File: config.mk
export PLATFORM = sky130hd
export DESIGN_NAME = strobe_refresh_ctrl
export DESIGN_NICKNAME = d
export VERILOG_FILES = /design/src/rtl/rfsh_pkg.sv /design/src/rtl/rfsh_row_counter.sv /design/src/rtl/rfsh_self_timer.sv /design/src/rtl/strobe_refresh_ctrl.sv
export SDC_FILE = /design/constraint.sdc
export NUM_CORES = 1
export LEC_CHECK = 0
export BUFFER_PORTS_ARGS = -buffer_cell sky130_fd_sc_hd__buf_4
export CORE_MARGIN = 1
export CORE_UTILIZATION = 56
export CTS_CLUSTER_SIZE = 28
export DETAILED_ROUTE_END_ITERATION = 8
export GPL_TIMING_DRIVEN = 1
export MAX_ROUTING_LAYER = met4
export PLACE_DENSITY_LB_ADDON = 0.25
export SLEW_MARGIN = 20
export SYNTH_ARGS = -nofsm -noshare
export SYNTH_HDL_FRONTEND = slang
export SYNTH_SLANG_ARGS = --single-unit
File: constraint.sdc
create_clock -name clk -period 2.6 [get_ports clk]
set_clock_uncertainty 0.2 [all_clocks]
set_input_delay 0.52 -clock clk [delete_from_list [all_inputs] [get_ports clk]]
set_output_delay 0.52 -clock clk [all_outputs]
set_load 0.01 [all_outputs]
File: src/rtl/rfsh_pkg.sv
package rfsh_pkg;

    typedef enum logic [2:0] {
        ST_IDLE,
        ST_RAS_PEND,
        ST_ACCESS,
        ST_CBR,
        ST_HIDDEN,
        ST_SELF,
        ST_TEST_IGN
    } rfsh_state_e;

    typedef enum logic [1:0] {
        RK_ROW_ONLY = 2'd0,
        RK_CBR      = 2'd1,
        RK_HIDDEN   = 2'd2,
        RK_SELF     = 2'd3
    } rfsh_kind_e;

endpackage

File: src/rtl/rfsh_row_counter.sv
module rfsh_row_counter #(
    parameter int CNT_W = 12
) (
    input  logic             clk,
    input  logic             rst_n,
    input  logic             inc,
    output logic [CNT_W-1:0] cnt
);

    // Free-running modulo-2^CNT_W counter for refreshes that use the internal row
    always_ff @(posedge clk) begin
        if (!rst_n) begin
            cnt <= '0;
        end else if (inc) begin
            cnt <= cnt + 1'b1;
        end
    end

endmodule

File: src/rtl/rfsh_self_timer.sv
module rfsh_self_timer #(
    parameter int ENTRY_CYC = 64,
    parameter int TICK_CYC  = 32
) (
    input  logic clk,
    input  logic rst_n,
    input  logic hold_en,
    input  logic tick_en,
    output logic entry_hit,
    output logic tick_hit
);

    localparam int HOLD_W = $clog2(ENTRY_CYC + 1);
    localparam int TICK_W = $clog2(TICK_CYC + 1);
    localparam logic [HOLD_W-1:0] HOLD_LAST = HOLD_W'(ENTRY_CYC - 1);
    localparam logic [TICK_W-1:0] TICK_LAST = TICK_W'(TICK_CYC - 1);

    logic [HOLD_W-1:0] hold_q;
    logic [TICK_W-1:0] tick_q;

    assign entry_hit = hold_en && (hold_q == HOLD_LAST);
    assign tick_hit  = tick_en && (tick_q == TICK_LAST);

    // Counts how long both strobes are held low during a counter refresh
    always_ff @(posedge clk) begin
        if (!rst_n) begin
            hold_q <= '0;
        end else if (hold_en && !entry_hit) begin
            hold_q <= hold_q + 1'b1;
        end else begin
            hold_q <= '0;
        end
    end

    // Interval timer that runs only while self-refresh lasts
    always_ff @(posedge clk) begin
        if (!rst_n) begin
            tick_q <= '0;
        end else if (tick_en) begin
            tick_q <= tick_hit ? '0 : tick_q + 1'b1;
        end else begin
            tick_q <= '0;
        end
    end

endmodule

File: src/rtl/strobe_refresh_ctrl.sv
module strobe_refresh_ctrl
    import rfsh_pkg::*;
#(
    parameter int EIGHT_K      = 1,
    parameter int LOW_POWER    = 1,
    parameter int CNT_W        = 12,
    parameter int SR_ENTRY_CYC = 64,
    parameter int SR_TICK_CYC  = 32,
    localparam int ROW_W       = CNT_W + ((EIGHT_K != 0) ? 1 : 0)
) (
    input  logic             clk,
    input  logic             rst_n,
    input  logic             ras_n,
    input  logic             cas_n,
    input  logic             we_n,
    input  logic [ROW_W-1:0] addr,
    output logic             rf_pulse,
    output logic [1:0]       rf_kind,
    output logic [ROW_W-1:0] rf_row,
    output logic             test_err,
    output logic             in_self,
    output logic             in_access,
    output logic             hold_read
);

    rfsh_state_e      state_q, state_d;
    rfsh_kind_e       ev_kind;
    logic             ev_pulse, ev_use_lat, ev_err;
    logic             cnt_inc, lat_load;
    logic             held_q, held_d;
    logic [ROW_W-1:0] lat_row_q;
    logic [CNT_W-1:0] cnt_q;
    logic [ROW_W-1:0] cnt_row;
    logic             hold_en, tick_en, entry_hit, tick_hit, sr_enter;

    assign cnt_row = ROW_W'(cnt_q);
    assign hold_en = (state_q == ST_CBR) && !ras_n && !cas_n;
    assign tick_en = (state_q == ST_SELF) && !ras_n;

    rfsh_row_counter #(.CNT_W(CNT_W)) u_cnt (
        .clk   (clk),
        .rst_n (rst_n),
        .inc   (cnt_inc),
        .cnt   (cnt_q)
    );

    rfsh_self_timer #(.ENTRY_CYC(SR_ENTRY_CYC), .TICK_CYC(SR_TICK_CYC)) u_tmr (
        .clk       (clk),
        .rst_n     (rst_n),
        .hold_en   (hold_en),
        .tick_en   (tick_en),
        .entry_hit (entry_hit),
        .tick_hit  (tick_hit)
    );

    // Self-refresh exists only on the low-power variant
    generate
        if (LOW_POWER != 0) begin : g_lp
            assign sr_enter = entry_hit;
        end else begin : g_np
            assign sr_enter = 1'b0;
        end
    endgenerate

    // Next state and events decoded from the order of the strobe edges
    always_comb begin
        state_d    = state_q;
        ev_pulse   = 1'b0;
        ev_kind    = RK_ROW_ONLY;
        ev_use_lat = 1'b0;
        ev_err     = 1'b0;
        cnt_inc    = 1'b0;
        lat_load   = 1'b0;
        unique case (state_q)
            ST_IDLE: begin
                if (!ras_n) begin
                    if (!cas_n) begin
                        if (!we_n) begin
                            state_d = ST_TEST_IGN;
                            ev_err  = 1'b1;
                        end else if (held_q) begin
                            state_d = ST_HIDDEN;
                        end else begin
                            state_d = ST_CBR;
                        end
                    end else begin
                        state_d  = ST_RAS_PEND;
                        lat_load = 1'b1;
                    end
                end
            end
            ST_RAS_PEND: begin
                if (ras_n) begin
                    state_d    = ST_IDLE;
                    ev_pulse   = 1'b1;
                    ev_kind    = RK_ROW_ONLY;
                    ev_use_lat = 1'b1;
                end else if (!cas_n) begin
                    state_d = ST_ACCESS;
                end
            end
            ST_ACCESS: begin
                if (ras_n) begin
                    state_d = ST_IDLE;
                end
            end
            ST_CBR: begin
                if (ras_n) begin
                    state_d  = ST_IDLE;
                    ev_pulse = 1'b1;
                    ev_kind  = RK_CBR;
                    cnt_inc  = 1'b1;
                end else if (sr_enter) begin
                    state_d  = ST_SELF;
                    ev_pulse = 1'b1;
                    ev_kind  = RK_SELF;
                    cnt_inc  = 1'b1;
                end
            end
            ST_HIDDEN: begin
                if (ras_n) begin
                    state_d  = ST_IDLE;
                    ev_pulse = 1'b1;
                    ev_kind  = RK_HIDDEN;
                    cnt_inc  = 1'b1;
                end
            end
            ST_SELF: begin
                if (ras_n) begin
                    state_d = ST_IDLE;
                end else if (tick_hit) begin
                    ev_pulse = 1'b1;
                    ev_kind  = RK_SELF;
                    cnt_inc  = 1'b1;
                end
            end
            ST_TEST_IGN: begin
                if (ras_n) begin
                    state_d = ST_IDLE;
                end
            end
            default: state_d = ST_IDLE;
        endcase
    end

    // Read data is held while the column strobe stays low past the end of an access
    always_comb begin
        if (cas_n) begin
            held_d = 1'b0;
        end else if ((state_q == ST_ACCESS) && ras_n) begin
            held_d = 1'b1;
        end else begin
            held_d = held_q;
        end
    end

    // State register
    always_ff @(posedge clk) begin
        if (!rst_n) begin
            state_q   <= ST_IDLE;
            held_q    <= 1'b0;
            lat_row_q <= '0;
        end else begin
            state_q <= state_d;
            held_q  <= held_d;
            if (lat_load) begin
                lat_row_q <= addr;
            end
        end
    end

    // Output register
    always_ff @(posedge clk) begin
        if (!rst_n) begin
            rf_pulse <= 1'b0;
            rf_kind  <= RK_ROW_ONLY;
            rf_row   <= '0;
            test_err <= 1'b0;
        end else begin
            rf_pulse <= ev_pulse;
            test_err <= ev_err;
            if (ev_pulse) begin
                rf_kind <= ev_kind;
                rf_row  <= ev_use_lat ? lat_row_q : cnt_row;
            end
        end
    end

    assign in_self   = (state_q == ST_SELF);
    assign in_access = (state_q == ST_ACCESS);
    assign hold_read = held_q;

endmodule

# Yosys cells after proc, flatten, opt, wreduce, memory -nomap -nowiden
# Cells that the tools add are included.
# word_totals
reg_bits	59
inputBits	18
output_inout_bits	20
elab_cells	75
# op_classes
n_addsub	3
eq_ne	12
muxes	29
n_bitwise	3
reduce_logical	18
# ops
cell	n
$mux 3	9
$mux 13	1
$add 12x1->12 const B	1
$pmux 3 s4	1
$mux 1	10
$mux 2	5
$eq 3x3->1 const B	3
$reduce_or 4->1	2
$add 7x1->7 const B	1
$eq 7x6->1 const B	1
$logic_and 1x1->1	7
$add 6x1->6 const B	1
$eq 3x2->1 const B	2
$eq 6x5->1 const B	1
$pmux 1 s3	2
$pmux 2 s3	1
$reduce_and 4->1	1
$reduce_or 2->1	2
$eq 3x1->1 const B	1
$logic_not 1->1	3
$logic_not 3->1	1
$ne 3x2->1 const B	1
$ne 3x3->1 const B	1
$not 1->1	3
other kinds (4)	4

# Logic depth before layout (Yosys ltp)
# Gate-level depths: netlist (run 1).
# depth
depth_word	7
ltp_mapped	9
mapped_depth_nobuf	6

# Cells and area by module
# A second synthesis (run 1) with hierarchy kept.
# unflattened
cells_unflattened	286
area_unflattened_um2	2678.8
# modules_own_cells
mod	n_inst	cells_each	area_each_um2	seq_area_each_um2
strobe_refresh_ctrl	1	170	1627.8	680.7
rfsh_row_counter	1	58	528.0	240.2
rfsh_self_timer	1	58	523.0	260.2

# Least setup slack after synthesis (run 1)
# Ideal clock, no wire load.
# synth_timing
kind	register -> register
start	register u_tmr.hold_q[0]
end	register state_q[1]
setup_time_ns	0.071
t_arrival_ns	1.877
t_required_ns	2.329
path_slack_ns	0.452
path_stages_with_launch	8
n_path_buf	1
period_less_slack_ns	2.148
path_cell_list	dfxtp_1 ha_1 and3_1 buf_6 nand4b_4 a2111o_1 or4_1 a21oi_1
# synth_via
elab_chain_len	4
# synth_lines
element	line	source
start, declared	rfsh_self_timer.sv:18	logic [HOLD_W-1:0] hold_q;
start signal, assigned	rfsh_self_timer.sv:29	hold_q <= hold_q + 1'b1;
$eq 7x6->1	rfsh_self_timer.sv:21	assign entry_hit = hold_en && (hold_q == HOLD_LAST);
$logic_and 1x1->1	rfsh_self_timer.sv:21	
$ne 3x2->1 (no line)	n/a	
$reduce_and 4->1 (no line)	n/a	
end signal, assigned	strobe_refresh_ctrl.sv:164	state_q <= state_d;
end, declared	strobe_refresh_ctrl.sv:26	rfsh_state_e state_q, state_d;
# Every way passes these cells.
# A chain may end at the register's enable or synchronous reset.

# Final worst setup path (run 1)
# Same ends and word-level chain as after synthesis.

==> reports/qor.txt, run 1 <==
Die boundary width -> 70.19 µm
Net Count, Synth -> 317
Crit-path max FO -> 5
Cell count after synthesis -> 296
Internal power summed over all cells -> 0.001914 W
Result of the run -> finished clean
Peak supply drop -> 0.4768 mV
Minimum clock period after layout -> 2.313 ns
Worst slew margin relative to its limit -> 69.05%
Post-detailed-route count of antenna-violating nets -> 0
Slowest Stage Delay on Critical Path -> 0.49 ns
Top post-synthesis cells by count -> 59 x sky130_fd_sc_hd__dfxtp_1, 32 x sky130_fd_sc_hd__nor2_1, 30 x sky130_fd_sc_hd__a21oi_1, 26 x sky130_fd_sc_hd__nand2_1, 19 x sky130_fd_sc_hd__nand3_1
Transition time of the tightest slew-check pin -> 0.4631 ns
Register share of total power -> 40.0%
Final Cycle Share -> 88.97%
Pin count of the biggest net entering global routing -> 28
Final hold vios -> 0
Finish-stage setup viols -> 0
H-tree depth -> 3
Clk slew on worst S/H paths -> 0.06 ns
Sequential share of the synthesized area -> 45.36%
Ordered list of cells on the worst path -> ha_1 -> and3_1 -> nand4b_4 -> a2111o_1 -> or4_1 -> a21oi_1
Clock tree root buffer cell -> sky130_fd_sc_hd__clkbuf_8
Post-placement cell area -> 0.002915 mm²
Cell Rows -> 24
All-Layer GR Usage -> 24.62%
Final weighted congestion in routability-driven placement -> 0.9206
Synthesis warning total -> 0
Post-CTS Setup Repair Bufs -> 0
CTS buffer count -> 9
Power per unit of standard cell area -> 866.0 mW/mm²
Count leader, synth -> sky130_fd_sc_hd__dfxtp_1
Final std cell area, no fill -> 0.003142 mm²
Worst min-delay path class -> input pin to register
CP required -> 2.67 ns
Iteration count of the initial detailed-routing pass -> 4
CP Capture Type -> register
Leak pwr -> 1.216 nW
Placed insts -> 377
Setup crit start kind -> register
Die Span Y -> 70.19 µm
Port-buffer cells -> 37
IO Pins -> 38
Via/cell ratio -> 5.611
Post-Synthesis Cell Area -> 0.002604 mm²
Setup repair after global routing missed its margin -> no
Switching share of total power -> 29.65%
Net switching component of the power -> 0.0008066 W
Primary flip-flop cell chosen by synthesis mapping -> sky130_fd_sc_hd__dfxtp_1
Vias -> 2205
Post-synth top area share -> 45.36%
Overflow left after global routing -> 0
Slowest cell on crit path -> sky130_fd_sc_hd__or4_1
Die area -> 0.004926 mm²
Ant diodes -> 0
Initial core utilization -> 58.99%
Number of antenna violations at the first check in global routing -> 0
DRC violation total after the first TritonRoute iteration -> 184
Summed negative setup slack over all endpoints -> 0 ns
Ranking of synthesized cells by area -> sky130_fd_sc_hd__dfxtp_1 45%, sky130_fd_sc_hd__a21oi_1 5.8%, sky130_fd_sc_hd__mux2i_1 5.8%
Proportion of layout cells with a drive suffix above 1 -> 20.23%
Core Footprint -> 0.004414 mm²
Global-route wire length before repair -> 9190 µm
# nets final -> 357
Post-cts resize count -> 0
Filler Cells Inserted -> 366
Asr flop ratio synth -> 0%
Hold buffer count at CTS -> 0
Placed wire-length estimate -> 3756 µm
Average detailed-routed wire length per instance -> 13.88 µm
Number of sinks handled by clock tree synthesis -> 59
Vias in the first global route -> 1923
Growth of design area from synthesis to finish -> 20.66%
CTS max path bufs -> 2
Clock insertion delay at the later pin of the skew report -> 0.34 ns
Number of flops mapped to enable cells by yosys -> 0
Proportion of power drawn by the clock network -> 34.7%
Yosys top cell by area -> sky130_fd_sc_hd__dfxtp_1
Layout Cells excl Fill -> 393
DRC violation count after routing -> 0
Worst setup path class -> register to register
Combinational fraction of design power -> 25.4%
Final routed wirelength across all metal layers -> 5454 µm
Count of pins over their slew limit -> 0
Mean area per synthesized cell -> 8.796 µm²
Number of violations of the max-capacitance limit -> 0
Post-synth cell types -> 45
Data arrival time of the worst path -> 2.38 ns
Number of synthesized register bits -> 59
Maximum clock rate -> 432.3 MHz
CTS tree -> built
## cell usage in the layout, fill, tap and decap left out, types with 3 or more instances in the layout
cell,synthesis,layout
sky130_fd_sc_hd__a21oi_1,30,30
sky130_fd_sc_hd__xor2_1,3,3
sky130_fd_sc_hd__o21ai_1,3,3
sky130_fd_sc_hd__inv_1,7,7
sky130_fd_sc_hd__nand2_1,26,26
sky130_fd_sc_hd__a211oi_1,13,13
sky130_fd_sc_hd__mux2i_1,15,15
sky130_fd_sc_hd__xnor2_1,7,7
sky130_fd_sc_hd__clkinv_2,0,3
sky130_fd_sc_hd__nor2_1,32,32
sky130_fd_sc_hd__or4_1,5,5
sky130_fd_sc_hd__nor2b_1,3,3
sky130_fd_sc_hd__ha_1,3,3
sky130_fd_sc_hd__nand3_1,19,19
sky130_fd_sc_hd__o31ai_1,3,3
sky130_fd_sc_hd__dfxtp_1,59,59
sky130_fd_sc_hd__and3_1,5,5
sky130_fd_sc_hd__clkbuf_8,0,11
sky130_fd_sc_hd__or3_1,8,8
sky130_fd_sc_hd__o21ai_0,8,8
sky130_fd_sc_hd__buf_4,1,47
sky130_fd_sc_hd__nand2b_1,3,3
## final cells by class
cell class | instances | area (µm²) | share of cell area, %
inverters | 7 | 26.28 | 0.8363
clock buffers | 11 | 151.4 | 4.819
flip-flops and latches | 59 | 1181 | 37.59
clock inverters | 5 | 75.07 | 2.389
well taps | 52 | 65.06 | 2.071
multi-input cells | 212 | 1290 | 41.06
repair buffers | 47 | 352.8 | 11.23
## worst max-delay path, delay by kind of cell (launching register included)
family          cells  cell delay, ns
compound gates      2            0.59
fa+ha+maj           1            0.18
flops               1            0.35
simple gates        3            0.94
## power by group through the flow
stage / combinational (W) / sequential, W / clock, W
finish: 0.000690 / 0.00109 / 0.000943
global route: 0.000765 / 0.00110 / 0.000990
CTS: 0.000688 / 0.00109 / 0.000955
floorplan: 0.000450 / 0.00111 / 0
detailed placement: 0.000684 / 0.00111 / 0
global placement: 0.000670 / 0.00110 / 0
## cells by family after synthesis
| family | after synthesis | synth area share [%] |
|---|---|---|
| fa+ha+maj | 3 | 1.442 |
| xor+xnor | 10 | 3.364 |
| simple gates | 119 | 23.98 |
| mux | 15 | 5.766 |
| compound gates | 65 | 14.99 |
| buf+inv | 25 | 5.094 |
| flops | 59 | 45.36 |
## per-layer routing
layer / GRT usage (%) / wire length (µm)
met1: 32.69 / 2610
met2: 35.15 / 2545
met3: 5.051 / 189
met4: 13.33 / 109
met5: - / 0
## sequential cells by signal, summed over array words and instances, names as in the netlist
name          cells
lat_row_q        13
rf_row           13
u_cnt.cnt        12
u_tmr.hold_q      7
u_tmr.tick_q      6
state_q           3
rf_kind           2
hold_read         1
rf_pulse          1
test_err          1
## per-stage QoR
| step | setup slack (ns) | hold WS (ns) | utilization [%] | power [W] |
|---|---|---|---|---|
| after floorplan | 0.4517 | 0.2132 | - | 0.001561 |
| after global placement | 0.2596 | 0.2288 | 66.04 | 0.001773 |
| after detailed placement | 0.2175 | 0.2356 | 66.04 | 0.001790 |
| after CTS | 0.2804 | 0.1712 | 71.17 | 0.002729 |
| after global routing | 0.1043 | 0.1851 | 71.17 | 0.002856 |
| final | 0.2868 | 0.1839 | 71.17 | 0.002721 |
## path summary, 6_finish.rpt
kind	end	slack, ns	depth (start not counted)	startpoint
min reg2reg	u_tmr.tick_q[0]	0.25	1	u_tmr.tick_q[0]
min	test_err	0.18	2	we_n
max reg2reg	state_q[1]	0.29	6	u_tmr.hold_q[0]
max	state_q[1]	0.29	6	u_tmr.hold_q[0]
Power figures use the tool's default switching activity.
==> run 2: changes to the inputs <==
--- a/config.mk
+++ b/config.mk
@@ -5,6 +5,7 @@
 export SDC_FILE = /design/constraint.sdc
 export NUM_CORES = 1
 export LEC_CHECK = 0
+export ABC_AREA = 0
 export BUFFER_PORTS_ARGS = -buffer_cell sky130_fd_sc_hd__buf_4
 export CORE_MARGIN = 1
 export CORE_UTILIZATION = 56
@@ -16,4 +17,5 @@
 export SLEW_MARGIN = 20
 export SYNTH_ARGS = -nofsm -noshare
 export SYNTH_HDL_FRONTEND = slang
+export SYNTH_HIERARCHICAL = 1
 export SYNTH_SLANG_ARGS = --single-unit
==> run 2 against run 1 <==
Effect of this change: first-iteration DRC count down 0.54%; flip-flop and latch count is the same; routed wire length up 11%; die area grew 2.8%; register-to-register slack worse by 0.27 ns; sequential share of layout area decreased by 2.6 points; global-route usage rose by 0.20 points; count of clock-buffer cells in the layout shrank 1; largest cell class unchanged; largest power group unchanged; highest routed layer unchanged.
==> reports/qor.txt, run 2 <==
Crit-path max FO -> 5
All-Layer GR Usage -> 24.82%
Power per unit of standard cell area -> 716.8 mW/mm²
Ranking of synthesized cells by area -> sky130_fd_sc_hd__dfxtp_1 44%, sky130_fd_sc_hd__mux2i_1 10%, sky130_fd_sc_hd__nand2_1 5.2%
Cell count after synthesis -> 286
Final weighted congestion in routability-driven placement -> 0.8585
Vias -> 2247
Yosys top cell by area -> sky130_fd_sc_hd__dfxtp_1
Worst Reg2Reg Path Length in Cells -> 11
Die area -> 0.005064 mm²
Die Span Y -> 71.17 µm
Global-route wire length before repair -> 9397 µm
Post-Synthesis Cell Area -> 0.002679 mm²
Final core utilization -> 75.62%
Vias in the first global route -> 2120
Data arrival time of the worst path -> 2.64 ns
Final std cell area, no fill -> 0.003383 mm²
CP Capture Type -> register
Transition time of the tightest slew-check pin -> 0.3772 ns
Number of synthesized register bits -> 59
Cell Rows -> 24
Count leader, synth -> sky130_fd_sc_hd__dfxtp_1
Core Footprint -> 0.004474 mm²
Port-buffer cells -> 37
Maximum clock rate -> 387.8 MHz
Leading cell types in the layout, fill and taps excluded -> 57 x sky130_fd_sc_hd__dfxtp_1, 51 x sky130_fd_sc_hd__buf_4, 36 x sky130_fd_sc_hd__nand2_1
Growth of design area from synthesis to finish -> 26.30%
Number of antenna violations at the first check in global routing -> 0
Number of sinks handled by clock tree synthesis -> 59
Layout Cells excl Fill -> 397
Pin count of the biggest net entering global routing -> 37
Hold buffer count at CTS -> 0
Mean area per synthesized cell -> 9.367 µm²
CTS buffer count -> 9
Post-synth top area share -> 44.09%
Top post-synthesis cells by count -> 59 x sky130_fd_sc_hd__dfxtp_1, 37 x sky130_fd_sc_hd__nand2_1, 34 x sky130_fd_sc_hd__nor2_1, 28 x sky130_fd_sc_hd__mux2i_1, 13 x sky130_fd_sc_hd__a21oi_1
H-tree depth -> 3
Placed wire-length estimate -> 3767 µm
CTS max path bufs -> 2
Leak pwr -> 1.525 nW
Number of flops mapped to enable cells by yosys -> 0
# nets final -> 362
Count of cells along the worst hold path -> 2
Synthesis warning total -> 6
Clk slew on worst S/H paths -> 0.06 ns
Worst slew margin relative to its limit -> 74.70%
Proportion of layout cells with a drive suffix above 1 -> 31.30%
Overflow left after global routing -> 0
Asr flop ratio synth -> 0%
Most frequent standard cell in the layout excluding fill and tap cells -> sky130_fd_sc_hd__dfxtp_1
Placed insts -> 376
Setup repair after global routing missed its margin -> yes
Final routed wirelength across all metal layers -> 6035 µm
Final hold vios -> 0
DRC violation count after routing -> 0
Peak supply drop -> 0.3258 mV
Final Cycle Share -> 99.18%
Largest registers -> lat_row_q x13, rf_row x13, u_cnt/cnt x12
Post-placement cell area -> 0.003067 mm²
Post-detailed-route count of antenna-violating nets -> 0
Clock insertion delay at the later pin of the skew report -> 0.33 ns
Count of pins over their slew limit -> 0
Initial core utilization -> 59.87%
Minimum clock period after layout -> 2.579 ns
Via/cell ratio -> 5.660
DRC violation total after the first TritonRoute iteration -> 183
CTS tree -> built
Finish-stage setup viols -> 0
Die boundary width -> 71.17 µm
Ant diodes -> 0
Post-synth cell types -> 51
Filler Cells Inserted -> 327
Clock tree root buffer cell -> sky130_fd_sc_hd__clkbuf_8
Setup crit start kind -> register
Result of the run -> finished clean
Sequential share of the synthesized area -> 44.09%
Iteration count of the initial detailed-routing pass -> 6
CP required -> 2.66 ns
IO Pins -> 38
Primary flip-flop cell chosen by synthesis mapping -> sky130_fd_sc_hd__dfxtp_1
Worst setup path class -> register to register
Average detailed-routed wire length per instance -> 15.20 µm
Net Count, Synth -> 307
Number of violations of the max-capacitance limit -> 0
Worst min-delay path class -> input pin to register
run 2: cell types whose count changed in the layout (fill, tap and decap cells not counted), moves of 10 or more:
| cell | before | now |
|---|---|---|
| sky130_fd_sc_hd__mux2_2 | 0 | 10 |
| sky130_fd_sc_hd__a211oi_1 | 13 | 1 |
| sky130_fd_sc_hd__mux2i_1 | 15 | 28 |
| sky130_fd_sc_hd__nand2_1 | 26 | 36 |
| sky130_fd_sc_hd__a21oi_1 | 30 | 8 |
| sky130_fd_sc_hd__nand3_1 | 19 | 7 |
run 2: logic make-up (layout without fill, tap and decap cells):
| family | Yosys count | in the layout | share of synthesized area (%) |
|---|---|---|---|
| AOI/OAI and AO/OA | 38 | 38 | 9.996 |
| xor gates and xnor gates | 11 | 11 | 3.596 |
| adders and majority gates | 3 | 3 | 1.401 |
| buffers and inverters | 22 | 81 | 4.624 |
| DFF | 59 | 59 | 44.09 |
| muxes | 40 | 40 | 15.51 |
| and+or+nand+nor | 113 | 113 | 20.78 |
run 2: report_power, final:
group          internal [W]  switching [W]  total [W]
clock network      0.000360       0.000357   0.000718
registers          0.000971      0.0000472    0.00102
logic              0.000335       0.000354   0.000689
run 2: worst paths after layout:
check                           slack, ns       start      endpoint
worst max register to register       0.02  state_q[2]  u_cnt/cnt[5]
worst min-delay path                 0.16        we_n      test_err
worst min register to register       0.26  rf_row[10]    rf_row[10]
worst max-delay path                 0.02  state_q[2]  u_cnt/cnt[5]
run 2: final cells by class:
class / count / area [µm²] / share of cell area [%]
clock buffer: 10 / 137.6 / 4.068
clock inverter: 5 / 30.03 / 0.8876
inverter: 11 / 41.29 / 1.220
multi-input combinational: 205 / 1480 / 43.75
sequential: 59 / 1184 / 34.99
tap: 52 / 65.06 / 1.923
timing repair buffer: 55 / 445.4 / 13.17
run 2: per-layer routing:
layer | vias up | share of wire (%) | track usage (%)
li1 | 1107 | - | -
met1 | 1085 | 44 | 28.65
met2 | 46 | 51 | 41.27
met3 | 9 | 3.6 | 4.843
met4 | 0 | 1.3 | 12.00
met5 | - | 0 | -
run 2: worst max-delay path, cell delays in order, from the launching register on:
cell and delay (ns):
sky130_fd_sc_hd__dfxtp_2 0.32, sky130_fd_sc_hd__buf_6 0.11, sky130_fd_sc_hd__and2b_1 0.19, sky130_fd_sc_hd__and3b_2 0.21
sky130_fd_sc_hd__and2_4 0.15, sky130_fd_sc_hd__inv_2 0.04, sky130_fd_sc_hd__nor3_4 0.18, sky130_fd_sc_hd__o211ai_1 0.11
sky130_fd_sc_hd__nand2_2 0.15, sky130_fd_sc_hd__nand4_4 0.14, sky130_fd_sc_hd__or4_4 0.58, sky130_fd_sc_hd__a21oi_2 0.13
run 2: what timing repair did:
| action | in CTS | in global routing |
|---|---|---|
| buffers inserted | 0 | 6 |
| setup endpoints to repair | 0 | 7 |
| endpoints found under the hold margin | 0 | 0 |
| resized for setup | 0 | 23 |
run 2: per-stage QoR:
stage / total power [W] / worst slack [ns] / setup TNS (ns) / hold WS (ns)
floorplan: 0.001519 / 0.02518 / 0 / 0.2297
detailed placement: 0.001677 / 0.004049 / 0 / 0.2530
global route: 0.002543 / -0.08410 / -0.08410 / 0.1704
CTS: 0.002392 / 0.02765 / 0 / 0.1543
finish: 0.002425 / 0.02124 / 0 / 0.1604
global placement: 0.001665 / 0.09984 / 0 / 0.2431
==> run 3: changes to the inputs <==
--- a/config.mk
+++ b/config.mk
@@ -14,6 +14,7 @@
 export GPL_TIMING_DRIVEN = 1
 export MAX_ROUTING_LAYER = met4
 export PLACE_DENSITY_LB_ADDON = 0.25
+export REMOVE_ABC_BUFFERS = 1
 export SLEW_MARGIN = 20
 export SYNTH_ARGS = -nofsm -noshare
 export SYNTH_HDL_FRONTEND = slang
==> run 3 against run 2 <==
Effect of this change: the run now ends with design-rule violations left; critical path depth did not move; count of clock-buffer cells in the layout rose by 1; combinational power barely moved; cell count rose by 0.76%; first-iteration DRC count fell by 17%; setup slack improved by 0.15 ns; critical endpoint is now u_cnt/cnt[7].
==> reports/qor.txt, run 3 (synthesis gave the netlist of run 2 again) <==
Count of pins over their slew limit -> 0
Internal reg-to-reg setup slack -> 0.17 ns
Vias in the first global route -> 2176
Final hold vios -> 0
GR peak layer -> met2
Power per unit of standard cell area -> 785.0 mW/mm²
Placed wire-length estimate -> 3664 µm
DRC violation total after the first TritonRoute iteration -> 152
Finish-stage setup viols -> 0
Final core utilization -> 75.50%
Die Span Y -> 71.17 µm
Last element of the critical path -> u_cnt/cnt[7]
Port-buffer cells -> 37
Final hold slack -> 0.1598 ns
Pin count of the biggest net entering global routing -> 37
Average detailed-routed wire length per instance -> 14.07 µm
Clock insertion delay at the later pin of the skew report -> 0.34 ns
Crit-path max FO -> 6
CP Capture Type -> register
Endpoint of the lowest-slack register-to-register path -> u_cnt/cnt[7]
Ordered list of cells on the worst path -> nor2b_2 -> and2_1 -> nor2b_4 -> nand3b_1 -> nor2_1 -> and3b_1 -> o21ai_2 -> nand2_2 -> nand4_4 -> or4_4 -> a21oi_2
Ant diodes -> 0
Growth of design area from synthesis to finish -> 26.11%
Proportion of layout cells with a drive suffix above 1 -> 28.16%
Cell Rows -> 24
Leading cell types in the layout, fill and taps excluded -> 58 x sky130_fd_sc_hd__dfxtp_1, 55 x sky130_fd_sc_hd__buf_4, 36 x sky130_fd_sc_hd__nand2_1
Worst setup path class -> register to register
Peak supply drop -> 0.4669 mV
Setup crit start kind -> register
Die boundary width -> 71.17 µm
Number of sinks handled by clock tree synthesis -> 59
CTS buffer count -> 9
CP required -> 2.66 ns
Largest registers -> lat_row_q x13, rf_row x13, u_cnt/cnt x12
Result of the run -> finished with violations
Met1 Use GR -> 28.95%
Leak pwr -> 1.509 nW
Slowest Stage Delay on Critical Path -> 0.51 ns
IO Pins -> 38
Critical Path Start -> state_q[2]
Fraction of met3 tracks used by global routing -> 4.701%
DRC violation count after routing -> 2
CTS tree -> built
# nets final -> 364
Number of violations of the max-capacitance limit -> 0
Placed insts -> 381
Most frequent standard cell in the layout excluding fill and tap cells -> sky130_fd_sc_hd__dfxtp_1
Maximum clock rate -> 412.1 MHz
Post-detailed-route count of antenna-violating nets -> 0
All-Layer GR Usage -> 24.78%
Buf/Inv on CP -> 0
Die area -> 0.005064 mm²
Worst slew margin relative to its limit -> 68.19%
Core Footprint -> 0.004474 mm²
H-tree depth -> 3
Final routed wirelength across all metal layers -> 5627 µm
Slowest cell on crit path -> sky130_fd_sc_hd__or4_4
Via/cell ratio -> 5.648
Global-route wire length before repair -> 9480 µm
Critical R2R Launch -> state_q[2]
Cell family contributing the most delay on the critical path -> simple AND/OR/NAND/NOR gates
Worst min-delay path class -> input pin to register
CTS max path bufs -> 2
Data arrival time of the worst path -> 2.49 ns
Clk slew on worst S/H paths -> 0.06 ns
Worst-case setup margin in the final layout -> 0.1735 ns
Layout Cells excl Fill -> 400
Iteration count of the initial detailed-routing pass -> 9
Pre-CTS WS -> -0.1125 ns
Violations in the final reports -> design-rule violations
Final Cycle Share -> 93.33%
Vias -> 2259
Final weighted congestion in routability-driven placement -> 0.8410
Worst Reg2Reg Path Length in Cells -> 11
Number of antenna violations at the first check in global routing -> 0
Transition time of the tightest slew-check pin -> 0.4705 ns
Number of gates on the worst path with buffers counted -> 11
Overflow left after global routing -> 0
Clock tree root buffer cell -> sky130_fd_sc_hd__clkbuf_8
Minimum clock period after layout -> 2.427 ns
Initial core utilization -> 59.87%
Met2 usage -> 39.37%
## run 3: cell types whose count changed in the layout (fill, tap and decap cells not counted), moves of 2 or more
| cell | before | now |
|---|---|---|
| sky130_fd_sc_hd__a21oi_1 | 8 | 12 |
| sky130_fd_sc_hd__a21oi_2 | 6 | 2 |
| sky130_fd_sc_hd__buf_4 | 51 | 55 |
| sky130_fd_sc_hd__bufinv_16 | 0 | 2 |
| sky130_fd_sc_hd__clkinvlp_4 | 2 | 0 |
| sky130_fd_sc_hd__dfxtp_2 | 2 | 0 |
| sky130_fd_sc_hd__nor4_1 | 1 | 3 |
| sky130_fd_sc_hd__nor4_4 | 2 | 0 |
## run 3: through the flow
stage	TNS (ns)	cell area [µm²]	total power, W
floorplan	-0.6306	2596	0.001438
global placement	-0.05642	3067	0.001657
detailed placement	-0.3695	3067	0.001672
CTS	0	3304	0.002621
global route	-0.05974	3378	0.002774
finish	0	3378	0.002652
## run 3: where the power goes
group | internal, W | switching [W]
registers | 0.000972 | 0.0000460
clock network | 0.000587 | 0.000358
logic | 0.000338 | 0.000351
total | 0.00190 | 0.000756
## run 3: worst reg2reg max path: stages, from the launching register on
cell,delay (ns)
sky130_fd_sc_hd__dfxtp_4,0.36
sky130_fd_sc_hd__nor2b_2,0.14
sky130_fd_sc_hd__and2_1,0.15
sky130_fd_sc_hd__nor2b_4,0.14
sky130_fd_sc_hd__nand3b_1,0.09
sky130_fd_sc_hd__nor2_1,0.09
sky130_fd_sc_hd__and3b_1,0.17
sky130_fd_sc_hd__o21ai_2,0.08
sky130_fd_sc_hd__nand2_2,0.14
sky130_fd_sc_hd__nand4_4,0.12
sky130_fd_sc_hd__or4_4,0.51
sky130_fd_sc_hd__a21oi_2,0.15
## run 3: worst min path at each step
stage / startpoint / cells after the start / slack [ns] / to
6_report: we_n / 2 / 0.16 / test_err
5_1_grt: we_n / 2 / 0.15 / test_err
4_1_cts: we_n / 2 / 0.15 / test_err
3_5_place_dp: rf_row[6] / 2 / 0.25 / rf_row[6]
3_3_place_gp: u_tmr/tick_q[0] / 1 / 0.24 / u_tmr/tick_q[0]
2_1_floorplan: u_tmr/hold_q[0] / 1 / 0.23 / u_tmr/hold_q[0]
## run 3: timing repair
item                       CTS  global route
setup endpoints to repair    2            23
hold endpoints to repair     0             0
resized for setup            2            10
pin swaps                    0             3
hold buffers                 0             0
buffers inserted             0             3
## run 3: final cells by class
type	instances	area [µm²]
multi-input cells	205	1416
flip-flops and latches	59	1185
inverters	11	41.29
fillers	317	1096
repair buffers	57	444.2
clock inverters	5	75.07
clock buffers	11	151.4
well taps	52	65.06
## run 3: per-layer routing
layer,wire length [µm],up-vias
met1,2491,1062
met5,0,-
met2,2773,67
li1,-,1117
met4,141,0
met3,221,13
